File: config.mk
export PLATFORM = sky130hd
export DESIGN_NAME = line_field_timer
export DESIGN_NICKNAME = d
export VERILOG_FILES = /design/src/rtl/lft_pkg.sv /design/src/rtl/lft_gray2bin.sv /design/src/rtl/lft_sync_edge.sv /design/src/rtl/lft_cfg_reg.sv /design/src/rtl/line_field_timer.sv
export SDC_FILE = /design/constraint.sdc
export NUM_CORES = 1
export LEC_CHECK = 0
export CORE_AREA = 4 4 162 117
export CTS_BUF_LIST = sky130_fd_sc_hd__clkbuf_4 sky130_fd_sc_hd__clkbuf_8 sky130_fd_sc_hd__clkbuf_16
export DETAILED_ROUTE_END_ITERATION = 8
export DIE_AREA = 0 0 166 121
export GPL_TIMING_DRIVEN = 0
export SKIP_CTS_REPAIR_TIMING = 1
export SYNTH_ARGS = -nofsm -noshare
export SYNTH_HDL_FRONTEND = slang
export SYNTH_SLANG_ARGS = --single-unit
File: constraint.sdc
create_clock -name clk -period 3.7 [get_ports clk]
set_input_delay 0.74 -clock clk [delete_from_list [all_inputs] [get_ports clk]]
set_output_delay 0.74 -clock clk [all_outputs]
set_load 0.02 [all_outputs]
File: src/rtl/lft_pkg.sv
package lft_pkg;

  typedef enum logic {
    MODE_FOLLOW = 1'b0,
    MODE_SOURCE = 1'b1
  } lft_mode_e;

  localparam int unsigned LFT_SYNC_STAGES = 2;

endpackage

File: src/rtl/lft_gray2bin.sv
module lft_gray2bin #(
  parameter int unsigned W = 12
) (
  input  logic [W-1:0] gray_i,
  output logic [W-1:0] bin_o
);

  // Each binary bit is the parity of the Gray bits at and above it.
  generate
    for (genvar i = 0; i < W; i++) begin : g_bit
      assign bin_o[i] = ^gray_i[W-1:i];
    end
  endgenerate

endmodule

File: src/rtl/lft_sync_edge.sv
module lft_sync_edge #(
  parameter int unsigned STAGES = 2
) (
  input  logic clk,
  input  logic rst_n,
  input  logic async_i,
  output logic rise_o
);

  logic [STAGES-1:0] chain_q, chain_d;
  logic              prev_q, prev_d;

  always_comb begin
    chain_d = {chain_q[STAGES-2:0], async_i};
    prev_d  = chain_q[STAGES-1];
  end

  always_ff @(posedge clk or negedge rst_n) begin
    if (!rst_n) begin
      chain_q <= '0;
      prev_q  <= 1'b0;
    end else begin
      chain_q <= chain_d;
      prev_q  <= prev_d;
    end
  end

  assign rise_o = chain_q[STAGES-1] & ~prev_q;

endmodule

File: src/rtl/lft_cfg_reg.sv
module lft_cfg_reg #(
  parameter int unsigned H_W = 12,
  parameter int unsigned V_W = 11
) (
  input  logic              clk,
  input  logic              rst_n,
  input  logic              load_i,
  input  logic              mode_src_i,
  input  logic [H_W-1:0]    line_gray_i,
  input  logic [H_W-1:0]    last_gray_i,
  input  logic [V_W-1:0]    last_line_i,
  output lft_pkg::lft_mode_e mode_o,
  output logic [H_W-1:0]    line_len_o,
  output logic [H_W-1:0]    last_len_o,
  output logic [V_W-1:0]    last_line_o
);

  logic [H_W-1:0] line_bin, last_bin;

  lft_gray2bin #(.W(H_W)) u_dec_line (.gray_i(line_gray_i), .bin_o(line_bin));
  lft_gray2bin #(.W(H_W)) u_dec_last (.gray_i(last_gray_i), .bin_o(last_bin));

  lft_pkg::lft_mode_e mode_d;
  logic [H_W-1:0]     line_d, last_d;
  logic [V_W-1:0]     lline_d;

  always_comb begin
    mode_d  = mode_o;
    line_d  = line_len_o;
    last_d  = last_len_o;
    lline_d = last_line_o;
    if (load_i) begin
      mode_d  = mode_src_i ? lft_pkg::MODE_SOURCE : lft_pkg::MODE_FOLLOW;
      line_d  = line_bin;
      last_d  = last_bin;
      lline_d = last_line_i;
    end
  end

  always_ff @(posedge clk or negedge rst_n) begin
    if (!rst_n) begin
      mode_o      <= lft_pkg::MODE_FOLLOW;
      line_len_o  <= '0;
      last_len_o  <= '0;
      last_line_o <= '0;
    end else begin
      mode_o      <= mode_d;
      line_len_o  <= line_d;
      last_len_o  <= last_d;
      last_line_o <= lline_d;
    end
  end

endmodule

File: src/rtl/line_field_timer.sv
module line_field_timer #(
  parameter int unsigned H_W      = 12,
  parameter int unsigned V_W      = 11,
  parameter int unsigned HD_WIDTH = 8
) (
  input  logic           clk,
  input  logic           rst_n,
  input  logic           mode_src_i,
  input  logic           realign_i,
  input  logic           hsync_i,
  input  logic           vsync_i,
  input  logic [H_W-1:0] line_len_gray_i,
  input  logic [H_W-1:0] last_len_gray_i,
  input  logic [V_W-1:0] last_line_i,
  output logic           hsync_o,
  output logic           vsync_o,
  output logic [H_W-1:0] h_count_o,
  output logic [V_W-1:0] v_count_o
);

  localparam int unsigned    LIM_W  = H_W + 1;
  localparam logic [LIM_W-1:0] PAD  = LIM_W'(3);
  localparam logic [LIM_W-1:0] HD_LIM = LIM_W'(HD_WIDTH);
  localparam logic [H_W-1:0] H_ONE  = H_W'(1);
  localparam logic [H_W-1:0] H_MAX  = {H_W{1'b1}};
  localparam logic [V_W-1:0] V_ONE  = V_W'(1);

  lft_pkg::lft_mode_e cfg_mode;
  logic [H_W-1:0]     cfg_len, cfg_last;
  logic [V_W-1:0]     cfg_lline;
  logic               hd_rise, vd_rise;
  logic               is_master;
  logic [H_W-1:0]     sel_len;
  logic [LIM_W-1:0]   h_limit;
  logic               h_end, cfg_load;
  logic [H_W-1:0]     h_q, h_d;
  logic [V_W-1:0]     v_q, v_d;

  lft_sync_edge #(.STAGES(lft_pkg::LFT_SYNC_STAGES)) u_hs (
    .clk(clk), .rst_n(rst_n), .async_i(hsync_i), .rise_o(hd_rise));
  lft_sync_edge #(.STAGES(lft_pkg::LFT_SYNC_STAGES)) u_vs (
    .clk(clk), .rst_n(rst_n), .async_i(vsync_i), .rise_o(vd_rise));

  lft_cfg_reg #(.H_W(H_W), .V_W(V_W)) u_cfg (
    .clk(clk), .rst_n(rst_n), .load_i(cfg_load), .mode_src_i(mode_src_i),
    .line_gray_i(line_len_gray_i), .last_gray_i(last_len_gray_i),
    .last_line_i(last_line_i), .mode_o(cfg_mode), .line_len_o(cfg_len),
    .last_len_o(cfg_last), .last_line_o(cfg_lline));

  assign is_master = (cfg_mode == lft_pkg::MODE_SOURCE);

  // Line limit: final line of the field takes the last-line length.
  always_comb begin
    sel_len  = (v_q == cfg_lline) ? cfg_last : cfg_len;
    h_limit  = {1'b0, sel_len} + PAD;
    h_end    = ({1'b0, h_q} == h_limit) || (h_q == H_MAX);
    cfg_load = realign_i || h_end || (!is_master && hd_rise);
  end

  // Counter next state.
  always_comb begin
    h_d = h_q;
    v_d = v_q;
    if (realign_i) begin
      h_d = '0;
      v_d = '0;
    end else if (is_master) begin
      if (h_end) begin
        h_d = '0;
        v_d = (v_q >= cfg_lline) ? '0 : v_q + V_ONE;
      end else begin
        h_d = h_q + H_ONE;
      end
    end else begin
      h_d = (hd_rise || h_end) ? '0 : h_q + H_ONE;
      if (vd_rise)      v_d = '0;
      else if (hd_rise) v_d = v_q + V_ONE;
    end
  end

  always_ff @(posedge clk or negedge rst_n) begin
    if (!rst_n) begin
      h_q <= '0;
      v_q <= '0;
    end else begin
      h_q <= h_d;
      v_q <= v_d;
    end
  end

  assign hsync_o   = is_master && ({1'b0, h_q} < HD_LIM);
  assign vsync_o   = is_master && (v_q == '0);
  assign h_count_o = h_q;
  assign v_count_o = v_q;

endmodule

==> results.sh <==
export IMPL_power_density_nw_per_um2=469
export IMPL_avgSynthCellArea_sq_um=10.7
export IMPL_dieArea_sq_um=20100
export IMPL_final_setup_tns_ns=0
export IMPL_end_kind="flop"
export IMPL_io_pins=66
export IMPL_critical_path_top_delay_family="simple AND/OR/NAND/NOR gates"
export IMPL_vdd_drop_max_mv=0.283
export IMPL_period_share_pct=96.6
export IMPL_fillers=1771
export IMPL_instances_no_fill=733
export IMPL_drc_errors=0
export IMPL_root_buffer="clkbuf_16"
export IMPL_synthMuxAreaShare_pct=13.9
export IMPL_grt_pass1_vias=3477
export IMPL_cp_start_kind="flop"
export IMPL_grt_max_degree=66
export IMPL_firstDrtPassIters=5
export IMPL_insertion_delay_ns=0.33
export IMPL_synth_top_family_by_area="simple AND/OR/NAND/NOR gates"
export IMPL_slew_headroom_pct=22.9
export IMPL_yosysWarnings=0
export IMPL_skew_ns=0.00356
export IMPL_cts_path_max_buffers=2
export IMPL_synth_nets=456
export IMPL_critPathBufInv=3
export IMPL_ys_seq_area_share_pct=37.9
export IMPL_synthAdderAreaFrac_pct=4.08
export IMPL_drt_antenna_violating_nets=0
export IMPL_critPathKind="flop to flop"
export IMPL_portBuffers=65
export IMPL_min_period_ns=3.57
export IMPL_synth_compound_area_share_pct=12.7
export IMPL_layout_drive_gt1_share_pct=25.6
export IMPL_vias=3519
export IMPL_post_route_util_pct=33.8
export IMPL_synth_edff_count=0
export IMPL_status="finished, final reports clean"
export IMPL_total_leakage_power_nw=2.44
export IMPL_fp_dieH_um=121
export IMPL_final_cell_mix="64 x clkdlybuf4s50_1, 61 x dfrtp_1, 24 x nor2_1, 21 x buf_4"
export IMPL_netlist_instances=401
export IMPL_drtIter0Drc=205
export IMPL_cts_buffers=9
export IMPL_ys_types=64
export IMPL_synthFlopType="dfrtp_1"
export IMPL_finalHoldViolCount=0
export IMPL_layout_nets=548
export IMPL_die_w_um=166
export IMPL_maxSlewViolCount=0
export IMPL_htree_num_levels=3
export IMPL_gr_usage_all_layers_pct=11.6
export IMPL_finalPower_mw=2.79
export IMPL_start_util_pct=24.4
export IMPL_place_detailed_hpwl_mm=8.84
export IMPL_grt_pass1_wl_mm=18.8
export IMPL_worstMarginPinSlew_ns=1.15
export IMPL_finalSetupViolations=0
export IMPL_synth_simple_gate_area_share_pct=18.3
export IMPL_cpPeakStageDelay_ns=0.48
export IMPL_clock_sinks=65
export IMPL_cp_cell_sequence="ha_4 > and4_4 > buf_4 > nand4_1 > a2bb2o_1 > or3b_1 > a21boi_2 > o221ai_4 > nor3_2 > or2_1 > buf_6 > buf_8 > mux2_4"
export IMPL_grt_ovfl_total=0
export IMPL_num_rows=41
export IMPL_crit_arrival_ns=3.79
export IMPL_synth_xor_area_share_pct=9.30
export IMPL_cts_tree="built"
export IMPL_fmax_mhz=280
export IMPL_async_reset_ff_share_pct=100
export IMPL_area_growth_pct=38.4
export IMPL_n_antenna_cell=0
export IMPL_stdcell_area_sq_um=5940
export IMPL_drt_wl_total_mm=12.1
export IMPL_final_common_cell="clkdlybuf4s50_1"
export IMPL_routedWlPerCell_um=16.4
export IMPL_hold_class="flop to flop"
export IMPL_synth_seq_cells=65
export IMPL_dp_cells=702
export IMPL_clk_pin_slew_ns=0.05
export IMPL_crit_fanout=10
export IMPL_drv_cap=0
export IMPL_via_per_inst=4.80
export IMPL_crit_required_ns=3.91
export IMPL_antenna_found_initial=0
export IMPL_slowest_stage="dfrtp_1"
export IMPL_core_sq_um=17600
export IMPL_post_dp_cell_area_sq_um=5230
export IMPL_syn_area_sq_um=4290
export IMPL_gp_congestion=0.871
## worst paths after layout
kind                                        to            start  slack [ns]  depth (start not counted)
max                        u_cfg.line_len_o[9]     v_count_o[9]        0.13                         13
min                            u_vs.chain_q[1]  u_vs.chain_q[0]        0.35                          0
max reg2reg                u_cfg.line_len_o[9]     v_count_o[9]        0.13                         13
min reg2reg                    u_vs.chain_q[1]  u_vs.chain_q[0]        0.35                          0
max in group asynchronous         v_count_o[7]            rst_n        2.58                          1
min in group asynchronous  u_cfg.last_len_o[3]            rst_n        0.52                          1
## cell type report
type	count	area (sq um)	area share, %
inverter	20	75.1	1.26
tap	236	295	4.97
buffer	10	106	1.79
multi-input combinational	306	2760	46.5
timing repair buffer	81	768	12.9
sequential	65	1630	27.5
clock inverter	3	40.0	0.674
clock buffer	12	260	4.38
## power breakdown
group          switching (mW)  internal (mW)  leakage [nW]  total, mW
registers               0.142          0.835         0.800      0.977
clock network           0.303          0.559         0.152      0.862
logic                   0.446          0.501          1.48      0.947
total                   0.890           1.89          2.44       2.79
## worst register-to-register path: stages, from the launching register on
cell,delay (ns)
dfrtp_1,0.48
ha_4,0.34
and4_4,0.24
buf_4,0.19
nand4_1,0.17
a2bb2o_1,0.32
or3b_1,0.37
a21boi_2,0.20
o221ai_4,0.16
nor3_2,0.14
or2_1,0.18
buf_6,0.17
buf_8,0.18
mux2_4,0.32
## per-layer routing
layer  GRT usage [%]  part of all wire (%)  vias to the layer above
met2            17.3                    45                      103
met3            3.29                   5.3                        9
met5               0                     0                        -
li1                -                     -                     1663
met1            16.8                    49                     1744
met4            2.11                  0.65                        0
## flip-flops by register name (all words and copies together) (netlist names)
signal	flops
h_count_o	12
u_cfg.last_len_o	12
u_cfg.last_line_o	11
u_cfg.line_len_o	12
u_cfg.mode_o	1
u_hs.chain_q	2
u_hs.prev_q	1
u_vs.chain_q	2
u_vs.prev_q	1
v_count_o	11
## cells in the mapped netlist, drive strengths merged, types with 13 or more instances
cell / number / share of area [%]
dfrtp: 65 / 38
mux2: 36 / 11
nor2: 24 / 2.1
inv: 20 / 1.7
xor2: 19 / 3.9
nand2: 17 / 1.5
xnor2: 16 / 3.3
a31oi: 15 / 2.5
nand2b: 15 / 2.2
ha: 14 / 4.1
nand3: 14 / 1.7
mux2i: 13 / 3.0
## per-stage QoR
stage          setup WS (ns)  hold WS (ns)
6_report               0.127         0.347
2_1_floorplan          0.264         0.331
3_5_place_dp          -0.425         0.338
3_3_place_gp          -0.426         0.338
5_1_grt              -0.0387         0.355
4_1_cts               -0.387         0.351
## logic make-up after synthesis
| logic type | Yosys count |
|---|---|
| fa+ha+maj | 14 |
| buf+inv | 30 |
| mux | 49 |
| flops | 65 |
| simple gates | 130 |
| xor+xnor | 39 |
| compound gates | 74 |
No activity file was read; power rests on OpenSTA's default activity.
